**src/rtl/pio_pkg.sv**
```systemverilog
package pio_pkg;

  typedef enum logic {
    DEC_MEM_MAPPED = 1'b0,
    DEC_SEPARATE   = 1'b1
  } dec_mode_e;

endpackage

```
**src/rtl/pio_addr_decode.sv**
```systemverilog
module pio_addr_decode
  import pio_pkg::*;
#(
  parameter dec_mode_e MODE     = DEC_MEM_MAPPED,
  parameter int        ADDR_W   = 16,
  parameter int        WIN_BITS = 6,
  parameter int        IO_DEC_W = 8,
  parameter int        SEL_W    = 2
) (
  input  logic [ADDR_W-1:0] addr_i,
  input  logic              io_m_i,
  output logic              hit_o,
  output logic              mapped_o,
  output logic [SEL_W-1:0]  idx_o
);

  localparam int OFF_TOP_MM  = ADDR_W - WIN_BITS - 1;
  localparam int OFF_TOP_SEP = IO_DEC_W - 1;

  logic unused_bits;
  assign unused_bits = ^{addr_i, io_m_i};

  assign idx_o = addr_i[SEL_W-1:0];

  generate
    if (MODE == DEC_MEM_MAPPED) begin : g_mm
      assign hit_o    = &addr_i[ADDR_W-1 -: WIN_BITS];
      assign mapped_o = (addr_i[OFF_TOP_MM:SEL_W] == '0);
    end else begin : g_sep
      assign hit_o    = io_m_i;
      assign mapped_o = (addr_i[OFF_TOP_SEP:SEL_W] == '0);
    end
  endgenerate

endmodule

```
**src/rtl/pio_rd_mux.sv**
```systemverilog
module pio_rd_mux #(
  parameter int NUM_PORTS = 4,
  parameter int DATA_W    = 8,
  parameter int SEL_W     = 2
) (
  input  logic                        rd_i,
  input  logic                        hit_i,
  input  logic                        mapped_i,
  input  logic [SEL_W-1:0]            idx_i,
  input  logic [NUM_PORTS*DATA_W-1:0] src_i,
  output logic                        doe_o,
  output logic [DATA_W-1:0]           dout_o
);

  logic [DATA_W-1:0] sel_data;

  always_comb begin
    sel_data = '0;
    for (int p = 0; p < NUM_PORTS; p++) begin
      if (idx_i == SEL_W'(p)) sel_data = src_i[p*DATA_W +: DATA_W];
    end
  end

  assign doe_o  = rd_i & hit_i;
  assign dout_o = (doe_o && mapped_i) ? sel_data : '0;

endmodule

```
**src/rtl/pio_wr_ctrl.sv**
```systemverilog
module pio_wr_ctrl #(
  parameter int NUM_PORTS = 4,
  parameter int SEL_W     = 2
) (
  input  logic                 clk,
  input  logic                 rst_n,
  input  logic                 wr_i,
  input  logic                 hit_i,
  input  logic                 mapped_i,
  input  logic [SEL_W-1:0]     idx_i,
  output logic [NUM_PORTS-1:0] we_o
);

  logic wr_q, wr_d;
  logic wr_pulse;

  assign wr_d     = wr_i;
  assign wr_pulse = wr_i & ~wr_q;

  always_ff @(posedge clk or negedge rst_n) begin
    if (!rst_n) wr_q <= 1'b0;
    else        wr_q <= wr_d;
  end

  generate
    for (genvar p = 0; p < NUM_PORTS; p++) begin : g_we
      assign we_o[p] = wr_pulse & hit_i & mapped_i & (idx_i == SEL_W'(p));
    end
  endgenerate

  // at most one register written per strobe, never on back-to-back edges
  a_r6_onehot_we: assert property (@(posedge clk) disable iff (!rst_n)
    $onehot0(we_o));
  a_r6_no_repeat: assert property (@(posedge clk) disable iff (!rst_n)
    (|we_o) |=> (we_o == '0));

endmodule

```
**src/rtl/pio_out_latch.sv**
```systemverilog
module pio_out_latch #(
  parameter int DATA_W = 8
) (
  input  logic              clk,
  input  logic              rst_n,
  input  logic              clr_i,
  input  logic              we_i,
  input  logic [DATA_W-1:0] d_i,
  output logic [DATA_W-1:0] q_o
);

  logic [DATA_W-1:0] q_d;

  always_comb begin
    q_d = q_o;
    if (clr_i)     q_d = '0;
    else if (we_i) q_d = d_i;
  end

  always_ff @(posedge clk or negedge rst_n) begin
    if (!rst_n) q_o <= '0;
    else        q_o <= q_d;
  end

  a_r8_clear_zero: assert property (@(posedge clk) disable iff (!rst_n)
    clr_i |=> (q_o == '0));
  a_r10_hold: assert property (@(posedge clk) disable iff (!rst_n)
    (!we_i && !clr_i) |=> $stable(q_o));

endmodule

```
**src/rtl/pio_port_if.sv**
```systemverilog
module pio_port_if
  import pio_pkg::*;
#(
  parameter dec_mode_e MODE      = DEC_MEM_MAPPED,
  parameter int        ADDR_W    = 16,
  parameter int        DATA_W    = 8,
  parameter int        NUM_PORTS = 4,
  parameter int        WIN_BITS  = 6,
  parameter int        IO_DEC_W  = 8
) (
  input  logic                        clk,
  input  logic                        rst_n,
  input  logic [ADDR_W-1:0]           addr_i,
  input  logic                        io_m_i,
  input  logic                        rd_i,
  input  logic                        wr_i,
  input  logic [DATA_W-1:0]           bus_din_i,
  output logic [DATA_W-1:0]           bus_dout_o,
  output logic                        bus_doe_o,
  input  logic [NUM_PORTS*DATA_W-1:0] src_data_i,
  input  logic                        latch_clr_i,
  output logic [NUM_PORTS*DATA_W-1:0] latch_q_o
);

  localparam int SEL_W = (NUM_PORTS > 1) ? $clog2(NUM_PORTS) : 1;

  logic             hit, mapped;
  logic [SEL_W-1:0] idx;
  logic [NUM_PORTS-1:0] we;

  pio_addr_decode #(
    .MODE(MODE), .ADDR_W(ADDR_W), .WIN_BITS(WIN_BITS),
    .IO_DEC_W(IO_DEC_W), .SEL_W(SEL_W)
  ) u_dec (
    .addr_i(addr_i), .io_m_i(io_m_i),
    .hit_o(hit), .mapped_o(mapped), .idx_o(idx)
  );

  pio_rd_mux #(.NUM_PORTS(NUM_PORTS), .DATA_W(DATA_W), .SEL_W(SEL_W)) u_rd (
    .rd_i(rd_i), .hit_i(hit), .mapped_i(mapped), .idx_i(idx),
    .src_i(src_data_i), .doe_o(bus_doe_o), .dout_o(bus_dout_o)
  );

  pio_wr_ctrl #(.NUM_PORTS(NUM_PORTS), .SEL_W(SEL_W)) u_wr (
    .clk(clk), .rst_n(rst_n), .wr_i(wr_i), .hit_i(hit),
    .mapped_i(mapped), .idx_i(idx), .we_o(we)
  );

  generate
    for (genvar p = 0; p < NUM_PORTS; p++) begin : g_lat
      pio_out_latch #(.DATA_W(DATA_W)) u_lat (
        .clk(clk), .rst_n(rst_n), .clr_i(latch_clr_i), .we_i(we[p]),
        .d_i(bus_din_i), .q_o(latch_q_o[p*DATA_W +: DATA_W])
      );
    end
  endgenerate

  a_r4_doe_needs_rd: assert property (@(posedge clk) disable iff (!rst_n)
    bus_doe_o |-> rd_i);
  a_r4_quiet_bus: assert property (@(posedge clk) disable iff (!rst_n)
    !bus_doe_o |-> (bus_dout_o == '0));
  a_r7_unmapped_zero: assert property (@(posedge clk) disable iff (!rst_n)
    (bus_doe_o && !mapped) |-> (bus_dout_o == '0));
  a_r7_unmapped_no_write: assert property (@(posedge clk) disable iff (!rst_n)
    !mapped |-> (we == '0));

  generate
    if (MODE == DEC_SEPARATE) begin : g_chk_sep
      a_r2_doe_needs_iom: assert property (@(posedge clk) disable iff (!rst_n)
        bus_doe_o |-> io_m_i);
      a_r2_we_needs_iom: assert property (@(posedge clk) disable iff (!rst_n)
        (|we) |-> io_m_i);
    end else begin : g_chk_mm
      a_r1_window_top: assert property (@(posedge clk) disable iff (!rst_n)
        (bus_doe_o || (|we)) |-> (&addr_i[ADDR_W-1 -: WIN_BITS]));
    end
  endgenerate

endmodule

```
**config.mk**
```make
export PLATFORM = sky130hd
export DESIGN_NAME = pio_port_if
export DESIGN_NICKNAME = d
export VERILOG_FILES = /design/src/rtl/pio_pkg.sv /design/src/rtl/pio_addr_decode.sv /design/src/rtl/pio_rd_mux.sv /design/src/rtl/pio_wr_ctrl.sv /design/src/rtl/pio_out_latch.sv /design/src/rtl/pio_port_if.sv
export SDC_FILE = /design/constraint.sdc
export NUM_CORES = 1
export LEC_CHECK = 0
export BUFFER_PORTS_ARGS = -buffer_cell sky130_fd_sc_hd__buf_4
export CORE_AREA = 2 2 71 73
export CTS_CLUSTER_DIAMETER = 50
export CTS_CLUSTER_SIZE = 40
export DETAILED_ROUTE_END_ITERATION = 10
export DIE_AREA = 0 0 73 75
export GPL_ROUTABILITY_DRIVEN = 0
export MAX_ROUTING_LAYER = met4
export PLACE_DENSITY = 0.82
export SYNTH_ARGS = -nofsm -noshare
export SYNTH_HDL_FRONTEND = slang
export SYNTH_SLANG_ARGS = --single-unit
```
**constraint.sdc**
```tcl
create_clock -name clk -period 1.3 [get_ports clk]
set_input_delay 0 -clock clk [delete_from_list [all_inputs] [get_ports clk]]
set_output_delay 0 -clock clk [all_outputs]
set_load 0.01 [all_outputs]
```
==> results of run 1 <==
==> routing by layer <==
metal / vias up / share of wire (%) / routed length [um]
li1: 736 / - / -
met1: 748 / 43 / 2230
met2: 54 / 51 / 2640
met3: 4 / 5.0 / 256
met4: 0 / 0.64 / 33
met5: - / 0 / 0
==> worst max-delay path: stages, from the launching register on <==
cell and delay [ns]:
dfrtp_1 0.35, nand4b_1 0.21, nor4_4 0.20, buf_4 0.19, nand3_4 0.08, buf_6 0.15
mux2i_2 0.14
==> area by class of cell <==
cell class / instances / area [um2] / area share, %
timing repair buffer: 116 / 932 / 32.3
multi-input combinational: 101 / 967 / 33.6
tap: 54 / 67.6 / 2.34
sequential: 33 / 826 / 28.6
inverter: 1 / 3.75 / 0.130
clock buffer: 7 / 86.3 / 2.99
==> stage by stage <==
step	total power [mW]	instances	instance area (um2)	hold slack [ns]	TNS, ns
floorplan	1.15	143	1790	-0.296	-4.04
finish	2.08	312	2880	0.0771	-4.27
detailed placement	1.33	300	2640	-0.0382	-10.81
global route	2.18	312	2880	0.0812	-7.55
global placement	1.32	300	2640	-0.0373	-9.76
CTS	2.09	310	2820	0.0784	-5.97
==> flip-flops by register name, indices dropped and copies added, names as in the netlist <==
| signal | flops |
|---|---|
| g_lat.u_lat.q_o | 32 |
| u_wr.wr_q | 1 |
==> power by group <==
part	switching [mW]	internal, mW	total [mW]	leakage (nW)
Sequential	0.000267	1.03	1.03	0.459
Combinational	0.111	0.192	0.303	1.05
Clock	0.328	0.420	0.748	0.0443
Total	0.439	1.64	2.08	1.56
==> kinds of logic (layout without fill, tap and decap cells) <==
kind of cell,after synthesis,in the layout,share of synthesized area [%]
buf+inv,9,124,2.88
mux,40,40,28.1
simple gates,61,61,22.6
flops,33,33,46.4
==> worst min path at each step <==
stage	start	end	slack, ns
final	bus_din_i[7]	g_lat[0].u_lat.q_o[7]$_DFFE_PN0P_	0.08
after global routing	bus_din_i[7]	g_lat[0].u_lat.q_o[7]$_DFFE_PN0P_	0.08
after CTS	bus_din_i[7]	g_lat[0].u_lat.q_o[7]$_DFFE_PN0P_	0.08
after detailed placement	rst_n	g_lat[1].u_lat.q_o[6]$_DFFE_PN0P_	-0.04
after global placement	rst_n	g_lat[2].u_lat.q_o[6]$_DFFE_PN0P_	-0.04
after floorplan	rst_n	g_lat[0].u_lat.q_o[0]$_DFFE_PN0P_	-0.30
==> cells in the final DEF (no fill, tap or decap), drive strengths merged <==
master       netlist  final
nand3              1      1
nand3b             1      1
nor3               1      1
mux4               8      8
clkbuf             4      7
nor2               1      1
buf                4    114
and3               8      8
inv                1      1
or4                2      2
mux2i             32     32
dfrtp             33     33
nor4               2      2
nand2              2      2
and3b              1      1
nand4              1      1
dlygate4sd3        0      2
nand2b            40     40
nand4b             1      1
==> repair_timing <==
action,4_1_cts,5_1_grt
hold buffers,2,0
buffers inserted,1,2
pin swaps,6,6
gates resized for setup,15,10
endpoints found under the hold margin,34,0
endpoints found under the setup margin,40,40
==> run_results.csv, run 1 <==
group,metric,value,unit
outcome,status,"finished with violations",
outcome,violations,"negative setup slack",
synth,synth_area_per_cell,12.5,um2
grt,grt_max_degree,41,
setup_path,crit_path_max_fanout,4,
drt,viasPerCell,4.94,
timing,worstMarginPinSlew,0.410,ns
floorplanning,num_rows,25,
placement,dpl_worst_slack,-0.324,ns
synth,yosys.cell_types.count,21,
timing,drv_slew,0,
grt,gr-total-overflow,0,
synth,ys_top_cells_by_area,"dfrtp_1 (46%), mux2i_1 (18%), nand2b_1 (14%)",
finish,drive_gt1_share,53.9,%
drt,drc,0,
timing,rsz0062_at_grt,"yes",
clocking,cts_htree_levels,2,
timing,relSlewSlack,72.7,%
synth,synth_async_sr_flop_share,100,%
worst_hold_path,hold_depth,3,
timing,min_period_over_period,112,%
setup_path,cp.required,1.44,ns
floorplanning,pin_count,103,
setup_path,critPathCapture,"g_lat[3].u_lat.q_o[6]$_DFFE_PN0P_",
timing,fin_crit,1.45,ns
timing,max_clock_freq,690,MHz
drt,drt-pass1-iter-count,4,
setup_path,cp-end-kind,"flip-flop",
finish,antenna_cells,0,
grt,busiest_layer,"met2",
clocking,cts_tree,"built",
finish,area_growth,61.9,%
floorplanning,dieArea,5480,um2
grt,use_met1,24.5,%
setup_path,reg2reg_slack,-0.15,ns
drt,wirelength,5160,um
synth,ys_warn_count,0,
drt,drtIter0Drc,103,
job,cap_violations,0,
synth,synth.most_common_cell,"nand2b_1",
synth,synth_top_cells_by_count,"nand2b_1 (40), dfrtp_1 (33), mux2i_1 (32), and3_1 (8), mux4_2 (8)",
placement,io_buffers,101,
clocking,clk_pin_slew,0.06,ns
synth,syn_inst,143,
finish,postLayoutCoreUtil,61.9,%
pwr,p_per_area,721,nW/um2
grt,grt_pass1_vias,1583,
finish,fin_nets,320,
floorplanning,core,4660,um2
timing,fin_ws,-0.150,ns
synth,ys_seq_area_share,46.4,%
grt,grt_pass1_wl,7960,um
synth,yosysTopAreaCell,"dfrtp_1",
pwr,leakagePower,1.56,nW
clocking,clockBufferDepth,2,
setup_path,r2r-end,"g_lat[3].u_lat.q_o[6]$_DFFE_PN0P_",
grt,track_usage,19.5,%
floorplanning,die-height,75,um
setup_path,critical_path_class,"flip-flop to flip-flop",
drt,wire_per_inst,16.5,um
timing,clock_skew,0.00356,ns
grt,gr-usage-met2,32.7,%
clocking,numCtsBuffers,5,
synth,synth_top_flop_cell,"dfrtp_1",
synth,synth_top_area_share,46.4,%
synth,synth_seq_cells,33,
synth,synth-edff-count,0,
synth,synth_fp_nets,205,
setup_path,critPathArrivalTime,1.59,ns
finish,fillerInstances,357,
floorplanning,die_w,73,um
setup_path,setup.worst_path.start_class,"flip-flop",
synth,synthesis.area,1780,um2
drt,vias,1542,
floorplanning,initial_utilization,38.2,%
setup_path,crit_start,"u_wr.wr_q$_DFF_PN0_",
drt,postRouteAntennaNets,0,
setup_path,r2r-start,"u_wr.wr_q$_DFF_PN0_",
clocking,clock_sinks,33,
clocking,clockRootBuffer,"clkbuf_8",
grt,gr-usage-met3,3.88,%
clocking,clk_latency,0.27,ns
timing,hold_viol_final,0,
timing,setup_viol_count_final,40,
placement,place_hpwl,3780,um
worst_hold_path,hold_class,"input port to flip-flop",
setup_path,ff2ff_path_depth,6,
grt,antenna_found_initial,0,
pwr,ir_drop,0.611,mV
Note: power is estimated with default switching activity, not from simulation.
==> inputs of run 2 (changes only) <==
--- a/config.mk
+++ b/config.mk
@@ -5,15 +5,17 @@
 export SDC_FILE = /design/constraint.sdc
 export NUM_CORES = 1
 export LEC_CHECK = 0
+export ABC_AREA = 1
 export BUFFER_PORTS_ARGS = -buffer_cell sky130_fd_sc_hd__buf_4
-export CORE_AREA = 2 2 71 73
+export CORE_AREA = 2 2 73 75
 export CTS_CLUSTER_DIAMETER = 50
 export CTS_CLUSTER_SIZE = 40
 export DETAILED_ROUTE_END_ITERATION = 10
-export DIE_AREA = 0 0 73 75
+export DIE_AREA = 0 0 75 77
 export GPL_ROUTABILITY_DRIVEN = 0
 export MAX_ROUTING_LAYER = met4
-export PLACE_DENSITY = 0.82
+export PLACE_DENSITY = 0.81
+export SETUP_SLACK_MARGIN = 0.2
 export SYNTH_ARGS = -nofsm -noshare
 export SYNTH_HDL_FRONTEND = slang
 export SYNTH_SLANG_ARGS = --single-unit
==> run_results.csv, run 2 <==
group,metric,value,unit
clocking,cts_tree,"built",
drt,drtIter0Drc,142,
finish,antenna_cells,0,
synth,yosys.cell_types.count,20,
drt,postRouteAntennaNets,0,
grt,grt_pass1_wl,9640,um
synth,synth_top_family_by_area,"simple AND/OR/NAND/NOR gates",
synth,ys_warn_count,0,
drt,vias,2256,
synth,ys_top_cells_by_area,"dfrtp_1 (43%), nand2_1 (12%), nand3_1 (11%)",
finish,fillerInstances,425,
pwr,p_per_area,702,nW/um2
drt,viasPerCell,5.12,
synth,synth_top_flop_cell,"dfrtp_1",
clocking,cts_htree_levels,2,
placement,io_buffers,101,
pwr,leakagePower,1.68,nW
finish,area_growth,62.3,%
synth,yosysTopAreaCell,"dfrtp_1",
synth,synth-edff-count,0,
floorplanning,die_w,75,um
clocking,clk_latency,0.29,ns
pwr,power.net_switching,0.550,mW
setup_path,r2r-end,"g_lat[2].u_lat.q_o[1]$_DFFE_PN0P_",
clocking,clockRootBuffer,"clkbuf_8",
finish,fin_nets,433,
drt,wire_per_inst,13.3,um
clocking,numCtsBuffers,5,
grt,track_usage,21.8,%
floorplanning,dieArea,5780,um2
synth,synth_top_cells_by_count,"nand2_1 (63), nand3_1 (42), dfrtp_1 (33), nand4_1 (32), inv_1 (29)",
drt,drc,0,
setup_path,critPathArrivalTime,1.38,ns
worst_hold_path,hold_class,"input port to flip-flop",
finish,top_register,"g_lat.u_lat.q_o",
setup_path,crit_path_max_fanout,8,
outcome,status,"completed",
synth,synth.most_common_cell,"nand2_1",
drt,drt-pass1-iter-count,5,
timing,drv_slew,0,
clocking,clock_sinks,33,
synth,synth_top_area_share,43.3,%
floorplanning,pin_count,103,
synth,synthSimpleGateAreaFrac,43.0,%
timing,setup_viol_count_final,0,
synth,synth_async_sr_flop_share,100,%
timing,hold_viol_final,0,
drt,wirelength,5860,um
worst_hold_path,hp-start,"bus_din_i[3]",
pwr,ir_drop,0.361,mV
setup_path,reg2reg_slack,0.10,ns
placement,place_hpwl,4380,um
floorplanning,die-height,77,um
synth,muxShareOfSynthArea,0,%
timing,relSlewSlack,68.3,%
synth,synth_area_per_cell,7.22,um2
pwr,seq_power_share,47.5,%
grt,grt_max_degree,34,
setup_path,cp-end-kind,"flip-flop",
pwr,total_power,2.17,mW
pwr,intPower,1.62,mW
pwr,switching_share,25.4,%
floorplanning,initial_utilization,38.3,%
floorplanning,core,4980,um2
timing,max_clock_freq,834,MHz
finish,largest_reg_flops,32,
worst_hold_path,min_to,"g_lat[3].u_lat.q_o[3]$_DFFE_PN0P_",
synth,synth_compound_area_share,3.68,%
timing,rsz0062_at_grt,"yes",
setup_path,critical_path_class,"flip-flop to flip-flop",
clocking,clk_pin_slew,0.07,ns
synth,synthXorXnorAreaFrac,0,%
pwr,power_frac_comb,16.9,%
timing,worstMarginPinSlew,0.475,ns
synth,synth_seq_cells,33,
timing,clock_skew,0.00765,ns
synth,synth_fp_nets,326,
timing,fin_crit,1.20,ns
synth,synth_adder_area_share,0,%
setup_path,r2r-start,"u_wr.wr_q$_DFF_PN0_",
timing,min_period_over_period,92.2,%
floorplanning,num_rows,26,
setup_path,setup.worst_path.start_class,"flip-flop",
grt,grt_pass1_vias,2110,
finish,final_cell_mix,"buf_4 (110), nand2_1 (61), dfrtp_1 (33), nand4_1 (32), inv_1 (28)",
clocking,clockBufferDepth,2,
synth,ys_seq_area_share,43.3,%
worst_hold_path,hold_depth,5,
finish,final_common_cell,"buf_4",
grt,gr-total-overflow,0,
pwr,power_frac_clock,35.7,%
setup_path,cp.required,1.48,ns
setup_path,ff2ff_path_depth,7,
timing,fin_tns_setup,0,ns
synth,synthesis.area,1910,um2
synth,syn_inst,264,
finish,reg.largest.list,"g_lat.u_lat.q_o: 32 flops, u_wr.wr_q: 1 flops",
grt,antenna_found_initial,0,
finish,drive_gt1_share,44.5,%
job,cap_violations,0,
run 2: layout make-up:
class                           count  area [um2]  area share [%]
Sequential cell                    33         826            26.7
Multi-Input combinational cell    186        1090            35.3
Clock buffer                        7        86.3            2.79
Inverter                           30         113            3.64
Tap cell                           70        87.6            2.83
Timing Repair Buffer              115         888            28.7
run 2: kinds of logic after synthesis:
family,count (synthesis)
AO/OA/AOI/OAI,14
flip-flops,33
buffers and inverters,45
AND/OR/NAND/NOR,172
run 2: timing repair:
action,4_1_cts,5_1_grt
endpoints found under the hold margin,34,0
pin swaps,8,6
resized for setup,29,9
hold buffers,2,0
endpoints found under the setup margin,32,38
buffers inserted,2,1
run 2: worst max path at each step:
stage	startpoint	end	slack, ns	cells past startpoint
after global routing	u_wr.wr_q$_DFF_PN0_	g_lat[3].u_lat.q_o[3]$_DFFE_PN0P_	0.04	7
final	u_wr.wr_q$_DFF_PN0_	g_lat[2].u_lat.q_o[1]$_DFFE_PN0P_	0.10	7
after detailed placement	u_wr.wr_q$_DFF_PN0_	g_lat[3].u_lat.q_o[4]$_DFFE_PN0P_	0.1	6
after global placement	u_wr.wr_q$_DFF_PN0_	g_lat[2].u_lat.q_o[2]$_DFFE_PN0P_	0.12	6
after CTS	u_wr.wr_q$_DFF_PN0_	g_lat[1].u_lat.q_o[1]$_DFFE_PN0P_	0.13	7
after floorplan	u_wr.wr_q$_DFF_PN0_	g_lat[0].u_lat.q_o[4]$_DFFE_PN0P_	0.15	6
run 2: layer usage:
layer / part of all wire, % / vias to the layer above / wire length [um] / global-route usage, %
met1: 38 / 1035 / 2250 / 26.4
met5: 0 / - / 0 / -
met4: 1.5 / 0 / 87 / 7.50
met2: 52 / 115 / 3050 / 35.2
met3: 8.0 / 12 / 466 / 5.26
li1: - / 1094 / - / -
run 2: power groups by stage:
stage / clock [mW] / sequential [mW] / combinational (mW)
final: 0.774 / 1.03 / 0.366
after detailed placement: 0 / 1.05 / 0.347
after CTS: 0.781 / 1.03 / 0.362
after global routing: 0.821 / 1.03 / 0.405
after global placement: 0 / 1.05 / 0.339
after floorplan: 0 / 1.05 / 0.147
run 2: stage by stage:
stage	hold WS, ns	area [um2]	std cells	worst slack [ns]	utilization (%)
after floorplan	-0.296	1930	264	0.153	-
final	0.116	3090	441	0.101	62.1
after detailed placement	-0.0387	2780	429	0.0999	55.8
after global routing	0.138	3090	441	0.0423	62.1
after global placement	-0.0403	2780	429	0.124	55.8
after CTS	0.102	3050	440	0.132	61.2
run 2: worst max-delay path, stage by stage (launching register included):
cell and delay (ns):
dfrtp_1 0.39, nor2_4 0.09, inv_2 0.05, nor2_4 0.10, buf_6 0.14, nand3_4 0.15, nand3_1 0.11, nand2_1 0.06
